===== src/rtl/mbs_pkg.sv =====
package mbs_pkg;

  localparam int KIND_W = 3;

  typedef enum logic [KIND_W-1:0] {
    KIND_FETCH = 3'd0,
    KIND_MEMRD = 3'd1,
    KIND_MEMWR = 3'd2,
    KIND_IORD  = 3'd3,
    KIND_IOWR  = 3'd4
  } kind_e;

  typedef enum logic [2:0] {
    ST_IDLE,
    ST_T1,
    ST_T2,
    ST_T3,
    ST_T4
  } tstate_e;

  // strobes from control to datapath
  typedef struct packed {
    logic loadReq;
    logic driveAddr;
    logic driveData;
    logic captureIn;
    logic active;
  } strobe_t;

  function automatic logic kindValid(input logic [KIND_W-1:0] k);
    return k <= KIND_IOWR;
  endfunction

  function automatic logic kindIsWrite(input logic [KIND_W-1:0] k);
    return (k == KIND_MEMWR) || (k == KIND_IOWR);
  endfunction

  function automatic logic kindIsIo(input logic [KIND_W-1:0] k);
    return (k == KIND_IORD) || (k == KIND_IOWR);
  endfunction

endpackage


===== src/rtl/mbs_ctrl.sv =====
module mbs_ctrl
  import mbs_pkg::*;
(
  input  logic              clk,
  input  logic              rstN,
  input  logic              reqValid,
  input  logic [KIND_W-1:0] reqKind,
  output strobe_t           stb,
  output logic              busy,
  output logic              done,
  output logic              ale,
  output logic              rdN,
  output logic              wrN,
  output logic              ioM,
  output logic              s1,
  output logic              s0
);

  tstate_e           state, nextState;
  logic [KIND_W-1:0] kindQ;
  logic              accept;
  logic              lastState;
  logic              strobePhase;
  logic              isWr;

  assign accept      = (state == ST_IDLE) && reqValid && kindValid(reqKind);
  assign isWr        = kindIsWrite(kindQ);
  assign strobePhase = (state == ST_T2) || (state == ST_T3);
  assign lastState   = ((state == ST_T3) && (kindQ != KIND_FETCH)) || (state == ST_T4);

  always_comb begin
    nextState = state;
    unique case (state)
      ST_IDLE: if (accept) nextState = ST_T1;
      ST_T1:   nextState = ST_T2;
      ST_T2:   nextState = ST_T3;
      ST_T3:   nextState = (kindQ == KIND_FETCH) ? ST_T4 : ST_IDLE;
      ST_T4:   nextState = ST_IDLE;
      default: nextState = ST_IDLE;
    endcase
  end

  always_ff @(posedge clk) begin
    if (!rstN) begin
      state <= ST_IDLE;
      kindQ <= KIND_FETCH;
      done  <= 1'b0;
    end else begin
      state <= nextState;
      done  <= lastState;
      if (accept) kindQ <= reqKind;
    end
  end

  assign busy = (state != ST_IDLE);
  assign ale  = (state == ST_T1);
  assign rdN  = !(strobePhase && !isWr);
  assign wrN  = !(strobePhase && isWr);
  assign ioM  = busy && kindIsIo(kindQ);

  always_comb begin
    {s1, s0} = 2'b00;
    if (busy) begin
      if (kindQ == KIND_FETCH) {s1, s0} = 2'b11;
      else if (isWr)           {s1, s0} = 2'b01;
      else                     {s1, s0} = 2'b10;
    end
  end

  always_comb begin
    stb.loadReq   = accept;
    stb.driveAddr = (state == ST_T1);
    stb.driveData = strobePhase && isWr;
    stb.captureIn = (state == ST_T3) && !isWr;
    stb.active    = busy;
  end

endmodule


===== src/rtl/mbs_datapath.sv =====
module mbs_datapath
  import mbs_pkg::*;
#(
  parameter int DATA_W = 8,
  localparam int ADDR_W = 2 * DATA_W
) (
  input  logic              clk,
  input  logic              rstN,
  input  strobe_t           stb,
  input  logic [KIND_W-1:0] reqKind,
  input  logic [ADDR_W-1:0] reqAddr,
  input  logic [DATA_W-1:0] reqWrData,
  input  logic [DATA_W-1:0] adIn,
  output logic [DATA_W-1:0] addrHigh,
  output logic [DATA_W-1:0] adOut,
  output logic              adOe,
  output logic [DATA_W-1:0] rdData
);

  logic [ADDR_W-1:0] addrQ;
  logic [DATA_W-1:0] dataQ;
  logic [ADDR_W-1:0] addrSel;

  // port cycles mirror the port number onto both bytes
  assign addrSel = kindIsIo(reqKind) ? {reqAddr[DATA_W-1:0], reqAddr[DATA_W-1:0]} : reqAddr;

  always_ff @(posedge clk) begin
    if (!rstN) begin
      addrQ  <= '0;
      dataQ  <= '0;
      rdData <= '0;
    end else begin
      if (stb.loadReq) begin
        addrQ <= addrSel;
        dataQ <= reqWrData;
      end
      if (stb.captureIn) rdData <= adIn;
    end
  end

  assign addrHigh = stb.active ? addrQ[ADDR_W-1:DATA_W] : '0;
  assign adOe     = stb.driveAddr || stb.driveData;

  always_comb begin
    adOut = '0;
    if (stb.driveAddr)      adOut = addrQ[DATA_W-1:0];
    else if (stb.driveData) adOut = dataQ;
  end

endmodule


===== src/rtl/mbs_addr_latch.sv =====
module mbs_addr_latch #(
  parameter int DATA_W = 8,
  localparam int ADDR_W = 2 * DATA_W
) (
  input  logic              clk,
  input  logic              rstN,
  input  logic              ale,
  input  logic [DATA_W-1:0] adOut,
  input  logic [DATA_W-1:0] addrHigh,
  output logic [ADDR_W-1:0] latchedAddr
);

  logic [DATA_W-1:0] lowQ;

  always_ff @(posedge clk) begin
    if (!rstN)    lowQ <= '0;
    else if (ale) lowQ <= adOut;
  end

  assign latchedAddr = {addrHigh, lowQ};

endmodule


===== src/rtl/mux_bus_seq.sv =====
module mux_bus_seq
  import mbs_pkg::*;
(
  input  logic        clk,
  input  logic        rstN,
  input  logic        reqValid,
  input  logic [2:0]  reqKind,
  input  logic [15:0] reqAddr,
  input  logic [7:0]  reqWrData,
  output logic        busy,
  output logic        done,
  output logic [7:0]  rdData,
  output logic [7:0]  addrHigh,
  output logic [7:0]  adOut,
  output logic        adOe,
  input  logic [7:0]  adIn,
  output logic        ale,
  output logic        rdN,
  output logic        wrN,
  output logic        ioM,
  output logic        s1,
  output logic        s0,
  output logic [15:0] latchedAddr
);

  localparam int DATA_W = 8;

  strobe_t stb;

  mbs_ctrl u_ctrl (
    .clk(clk), .rstN(rstN), .reqValid(reqValid), .reqKind(reqKind),
    .stb(stb), .busy(busy), .done(done), .ale(ale), .rdN(rdN), .wrN(wrN),
    .ioM(ioM), .s1(s1), .s0(s0)
  );

  mbs_datapath #(.DATA_W(DATA_W)) u_dp (
    .clk(clk), .rstN(rstN), .stb(stb), .reqKind(reqKind), .reqAddr(reqAddr),
    .reqWrData(reqWrData), .adIn(adIn), .addrHigh(addrHigh), .adOut(adOut),
    .adOe(adOe), .rdData(rdData)
  );

  mbs_addr_latch #(.DATA_W(DATA_W)) u_latch (
    .clk(clk), .rstN(rstN), .ale(ale), .adOut(adOut), .addrHigh(addrHigh),
    .latchedAddr(latchedAddr)
  );

endmodule


===== config.mk =====
export PLATFORM = sky130hd
export DESIGN_NAME = mux_bus_seq
export DESIGN_NICKNAME = d
export VERILOG_FILES = /design/src/rtl/mbs_pkg.sv /design/src/rtl/mbs_ctrl.sv /design/src/rtl/mbs_datapath.sv /design/src/rtl/mbs_addr_latch.sv /design/src/rtl/mux_bus_seq.sv
export SDC_FILE = /design/constraint.sdc
export NUM_CORES = 1
export LEC_CHECK = 0
export BUFFER_PORTS_ARGS = -buffer_cell sky130_fd_sc_hd__buf_2
export CORE_ASPECT_RATIO = 0.9
export CORE_MARGIN = 4
export CORE_UTILIZATION = 35
export DETAILED_ROUTE_END_ITERATION = 10
export HOLD_SLACK_MARGIN = 0.12
export PLACE_DENSITY = 0.59
export REMOVE_ABC_BUFFERS = 1
export SETUP_SLACK_MARGIN = 0.4
export SLEW_MARGIN = 20
export SYNTH_ARGS = -nofsm -noshare
export SYNTH_HDL_FRONTEND = slang
export SYNTH_SLANG_ARGS = --single-unit

===== constraint.sdc =====
create_clock -name clk -period 1.5 [get_ports clk]
set_clock_uncertainty 0.1 [all_clocks]
set_input_delay 0 -clock clk [delete_from_list [all_inputs] [get_ports clk]]
set_output_delay 0 -clock clk [all_outputs]
set_load 0.005 [all_outputs]

## Word-level counts from Yosys, hierarchy flattened

Index checks and enable logic that the tools add are counted.

- $lt $le $gt $ge: 1
- Equal/unequal tests: 10
- Mux-type cells: 13
- Reduce and logical (&&, ||, !) cells: 20

Operators with widths:

| cell | number |
|---|---|
| 8-bit 2-to-1 mux | 3 |
| 16-bit 2-to-1 mux | 1 |
| 3-bit by 2-bit == test with 1-bit output, second input constant | 5 |
| 3-bit one-hot mux with 4 select lines | 1 |
| 3-bit == test, second input constant | 3 |
| 1-bit logical AND | 7 |
| 3-bit zero test | 2 |
| 1-bit logical OR | 6 |
| 1-bit 2-to-1 mux | 6 |
| 3-bit 2-to-1 mux | 2 |
| 3-bit nonzero test | 2 |
| 3-bit by 1-bit == test with 1-bit output, second input constant | 1 |
| 3-bit <= comparator, second input constant | 1 |
| 1-bit zero test | 3 |
| 2-bit by 1-bit != test with 1-bit output, second input constant | 1 |

- Register bits after elaboration: 47
- Logic and storage cells: 51

## Depth between registers and ports, before layout

- Word-level depth: 5
- Gate-level depth with buffers: 7

## By module

Synthesis repeated with hierarchy kept, for this count alone.

- Cells, all modules: 243
- Area, all modules: 2,225.9 um2

By module, submodules not included:

| module | instances | cells an instance | area each (um2) | sequential area each (um2) |
|---|---|---|---|---|
| mbs_datapath | 1 | 161 | 1,450.1 | 640.6 |
| mbs_ctrl | 1 | 49 | 414.1 | 140.1 |
| mbs_addr_latch | 1 | 33 | 361.6 | 160.2 |

## Worst setup path before layout

OpenSTA, ideal clock, no wires.

- Kind: reg2reg
- Start point: register u_ctrl.state[2]
- End point: register u_ctrl.kindQ[1]
- Setup time: 0.132 ns
- Data arrival time: 1.344 ns
- Data required time: 1.268 ns
- Path slack: -0.076 ns
- Stages on the path, launching flop included: 8
- Path buffers: 3
- Clock period less this slack: 1.576 ns
- Cells stage by stage: dfxtp_1 > buf_2 > nor3_2 > inv_1 > buf_2 > buf_2 > o31ai_1 > a21oi_1

- Cells in the longest elaborated chain, start to end: 3

Ends and longest elaborated chain:

| item | line | source |
|---|---|---|
| from (decl) | mbs_ctrl.sv:19 | `tstate_e state, nextState;` |
| from (signal assigned) | mbs_ctrl.sv:49 | `state <= nextState;` |
| 3-bit zero test | mbs_ctrl.sv:26 | `assign accept = (state == ST_IDLE) && reqValid && kindValid(reqKind);` |
| 1-bit logical AND (2 in series) | mbs_ctrl.sv:26 |  |
| to (signal assigned) | mbs_ctrl.sv:51 | `if (accept) kindQ <= reqKind;` |
| to (decl) | mbs_ctrl.sv:20 | `logic [KIND_W-1:0] kindQ;` |

Every way passes these cells.
A chain may end at the register's enable or synchronous reset.

## Final worst setup path

- Start point: register u_ctrl.kindQ[1]
- End point: output port adOut[1]

- Cells in the longest elaborated chain, start to end: 5
- Elaborated cells on any way between the ends: 6

Ends and longest elaborated chain:

| item | line | source |
|---|---|---|
| 3-bit by 2-bit == test with 1-bit output or 3-bit == test (tied branches) | mbs_pkg.sv:35 | `return (k == KIND_MEMWR) \|\| (k == KIND_IOWR);` |
| 1-bit logical OR (*) | mbs_pkg.sv:35 |  |
| 1-bit logical AND (*) | mbs_ctrl.sv:73 | `stb.driveData = strobePhase && isWr;` |
| 8-bit 2-to-1 mux (*) | mbs_datapath.sv:47 | `else if (stb.driveData) adOut = dataQ;` |
| 8-bit 2-to-1 mux (*) | mbs_datapath.sv:46 | `if (stb.driveAddr) adOut = addrQ[DATA_W-1:0];` |
| to (decl) | mux_bus_seq.sv:14 | `output logic [7:0] adOut,` |

Mark *: on every way between the ends. The rest lies on a longest branch, timed or not.

==> qor.yml <==
final_layout:
  final_common_cell: "buf_2"
  seq_area_um2: 957
  nFillCells: 523
  drive_gt1_share_pct: 48.6
  final_nets: 463
  syn_to_final_growth_pct: 79.1
  antenna_cells: 0
  multiInputGateArea_mm2: 0.00168
  layout_common_cells: "buf_2, buf_6, dfxtp_1"
grt:
  grt_pass1_wl_mm: 14.5
  grt_antenna_before_repair: 0
  grt_overflow: 0
  grt_pass1_vias: 2859
  grt_max_degree: 29
  grt_use_total_pct: 20.5
power_and_ir_drop:
  power_density_mw_per_mm2: 1040
  ir_drop_uv: 691
  power.leakage_nw: 1.82
  power_mw: 4.67
setup_path:
  cp_num_buf_inv: 2
  path_delay_family: "flip-flops"
  critPathKind: "flop to output port"
  crit_required_ps: 1400
  cpPeakStageDelay_ps: 370
  worstSetupStartpoint: "u_ctrl.kindQ[1]"
  end_kind: "output port"
  crit_slowest_cell: "dfxtp_4"
  crit_chain: "xor2_2 -> nor4b_4 -> buf_12 -> a22o_1 -> buf_2"
  timing.rr.start: "u_ctrl.state[2]"
  cp.arrival_ps: 1560
  r2r_cells: 7
  worst-path-max-fanout: 10
  startpoint_type: "flop"
  cp_num_cells: 5
timing:
  fmax_ghz: 0.601
  setup_tns_ps: -4840
  hold_viol_final: 1
  fin_crit_ps: 1660
  setup_viol: 71
  rsz0062_at_grt: "true"
  maxSlewViolCount: 0
  hold_ws_ps: -13.5
  maxSlewHeadroom_pct: 5.95
  setup_ws_ps: -164
  tightest_slew_ps: 1410
  period_share_pct: 111
worst_hold_path:
  hold_start: "rstN"
  hold_depth: 2
  hp-class: "primary input to flop"
synthesis:
  synth_xor_xnor_area_share_pct: 1.00
  synth_enable_flop_cells: 0
  synth_seq_cells: 47
  synth_fa_ha_area_share_pct: 0
  yosysTopAreaCell: "dfxtp_1"
  synth_compound_area_share_pct: 22.6
  netlist-cell-type-count: 36
  synth_top_family_by_area: "simple AND/OR/NAND/NOR gates"
  synth.top_cell.area_share_pct: 37.7
  synthFlopType: "dfxtp_1"
  syn_inst: 283
  synth-simple-area-share_pct: 23.7
  async_reset_ff_share_pct: 0
  yosysSeqAreaShare_pct: 37.7
  yosys-top-cells-area: "dfxtp_1, mux2i_1, o31ai_1"
  syn_area_per_cell_um2: 8.82
  synthMuxAreaShare_pct: 6.42
  ys_warn_count: 0
  synthesis.area_mm2: 0.00249
placement:
  place.gp.congestion: 0.846
  hpwl_mm: 5.08
  port_buffers: 86
floorplanning:
  start_util_pct: 36.9
  rows: 28
  dieHeight_um: 88.1
  ios: 87
  die_x_um: 97.0
  core_mm2: 0.00676
  dieArea_mm2: 0.00854
detailed_routing:
  vias_per_cell: 5.57
  drtIter0Drc: 169
  drt.antenna.violating_nets: 0
  drt_pre_antenna_iters: 5
  route.detailed.drc: 0
  routed_wirelength_mm: 9.40
  num_vias: 2874
  detail_route.wl_per_cell_um: 18.2
outcome:
  outcome: "finished with violations"
  violations: "hold timing, setup timing"
clocking:
  hold_buffers: 34
  htreeDepth: 2
  clkTransAtPathRegs_ps: 90
  clock_latency_ps: 310
  cts_buffers: 5
  cts_tree: "built"
  root_buffer: "clkbuf_8"
  clock-sinks: 47
  cts_buffer_depth: 2
run:
  drv_cap: 0
repair_timing:
action | CTS | global route
cloned | 3 | 1
pin swaps | 53 | 29
resized for setup | 94 | 34
setup endpoints to repair | 78 | 79
endpoints found under the hold margin | 38 | 10
setup buffers | 19 | 7
layout make-up:
cell class                      instances  share of cell area (%)
Clock buffer                            6                    1.85
Clock inverter                          2                   0.784
Inverter                                6                   0.560
Multi-Input combinational cell        191                    37.6
Sequential cell                        47                    21.4
Tap cell                               90                    2.52
Timing Repair Buffer                  174                    35.2
state kept, by name (all words and copies together), names as in the netlist:
register	flops
u_ctrl.done	1
u_dp.rdData	8
u_ctrl.kindQ	3
u_dp.dataQ	8
u_dp.addrQ	16
u_ctrl.state	3
u_latch.lowQ	8
synth_stat cells, drive strengths merged, types with 9 or more instances:
cell and count:
dfxtp 47, clkbuf 18, mux2i 16, buf 21, nand4 19, nor2 10
a211oi 10, a21oi 22, o31ai 19, nand2 18, and3b 9
where the power goes:
part           switching, mW  leakage [nW]  internal, mW
Sequential            0.0971         0.386          1.35
Combinational          0.976          1.37          1.26
Clock                  0.450        0.0612         0.540
kinds of logic after synthesis:
logic type,Yosys count
AND/OR/NAND/NOR,94
XOR/XNOR,2
flip-flops,47
multiplexers,16
AO/OA/AOI/OAI,79
buffers and inverters,45
routing by layer:
| layer | global-route usage (%) | share of wire (%) |
|---|---|---|
| met5 | 0 | 0 |
| met4 | 5.74 | 1.6 |
| met3 | 4.78 | 6.9 |
| met2 | 33.6 | 49 |
| met1 | 27.3 | 43 |
final timing paths:
| kind | end | slack, ps |
|---|---|---|
| hold reg to reg | u_dp.rdData[0] | 360 |
| setup / recovery | adOut[1] | -160 |
| hold / removal | u_ctrl.done | -10 |
| setup reg to reg | u_dp.addrQ[0] | -90 |
per-stage QoR:
| stage | instances | setup slack, ps | instance area (µm²) | util (%) |
|---|---|---|---|---|
| floorplan | 244 | -1320 | 2300 | - |
| global placement | 444 | 26.3 | 3090 | 45.7 |
| detailed placement | 444 | 1.81 | 3090 | 45.7 |
| CTS | 508 | -130 | 4200 | 62.0 |
| global route | 516 | -222 | 4470 | 66.1 |
| finish | 516 | -164 | 4470 | 66.1 |
Power figures use the tool's default switching activity.
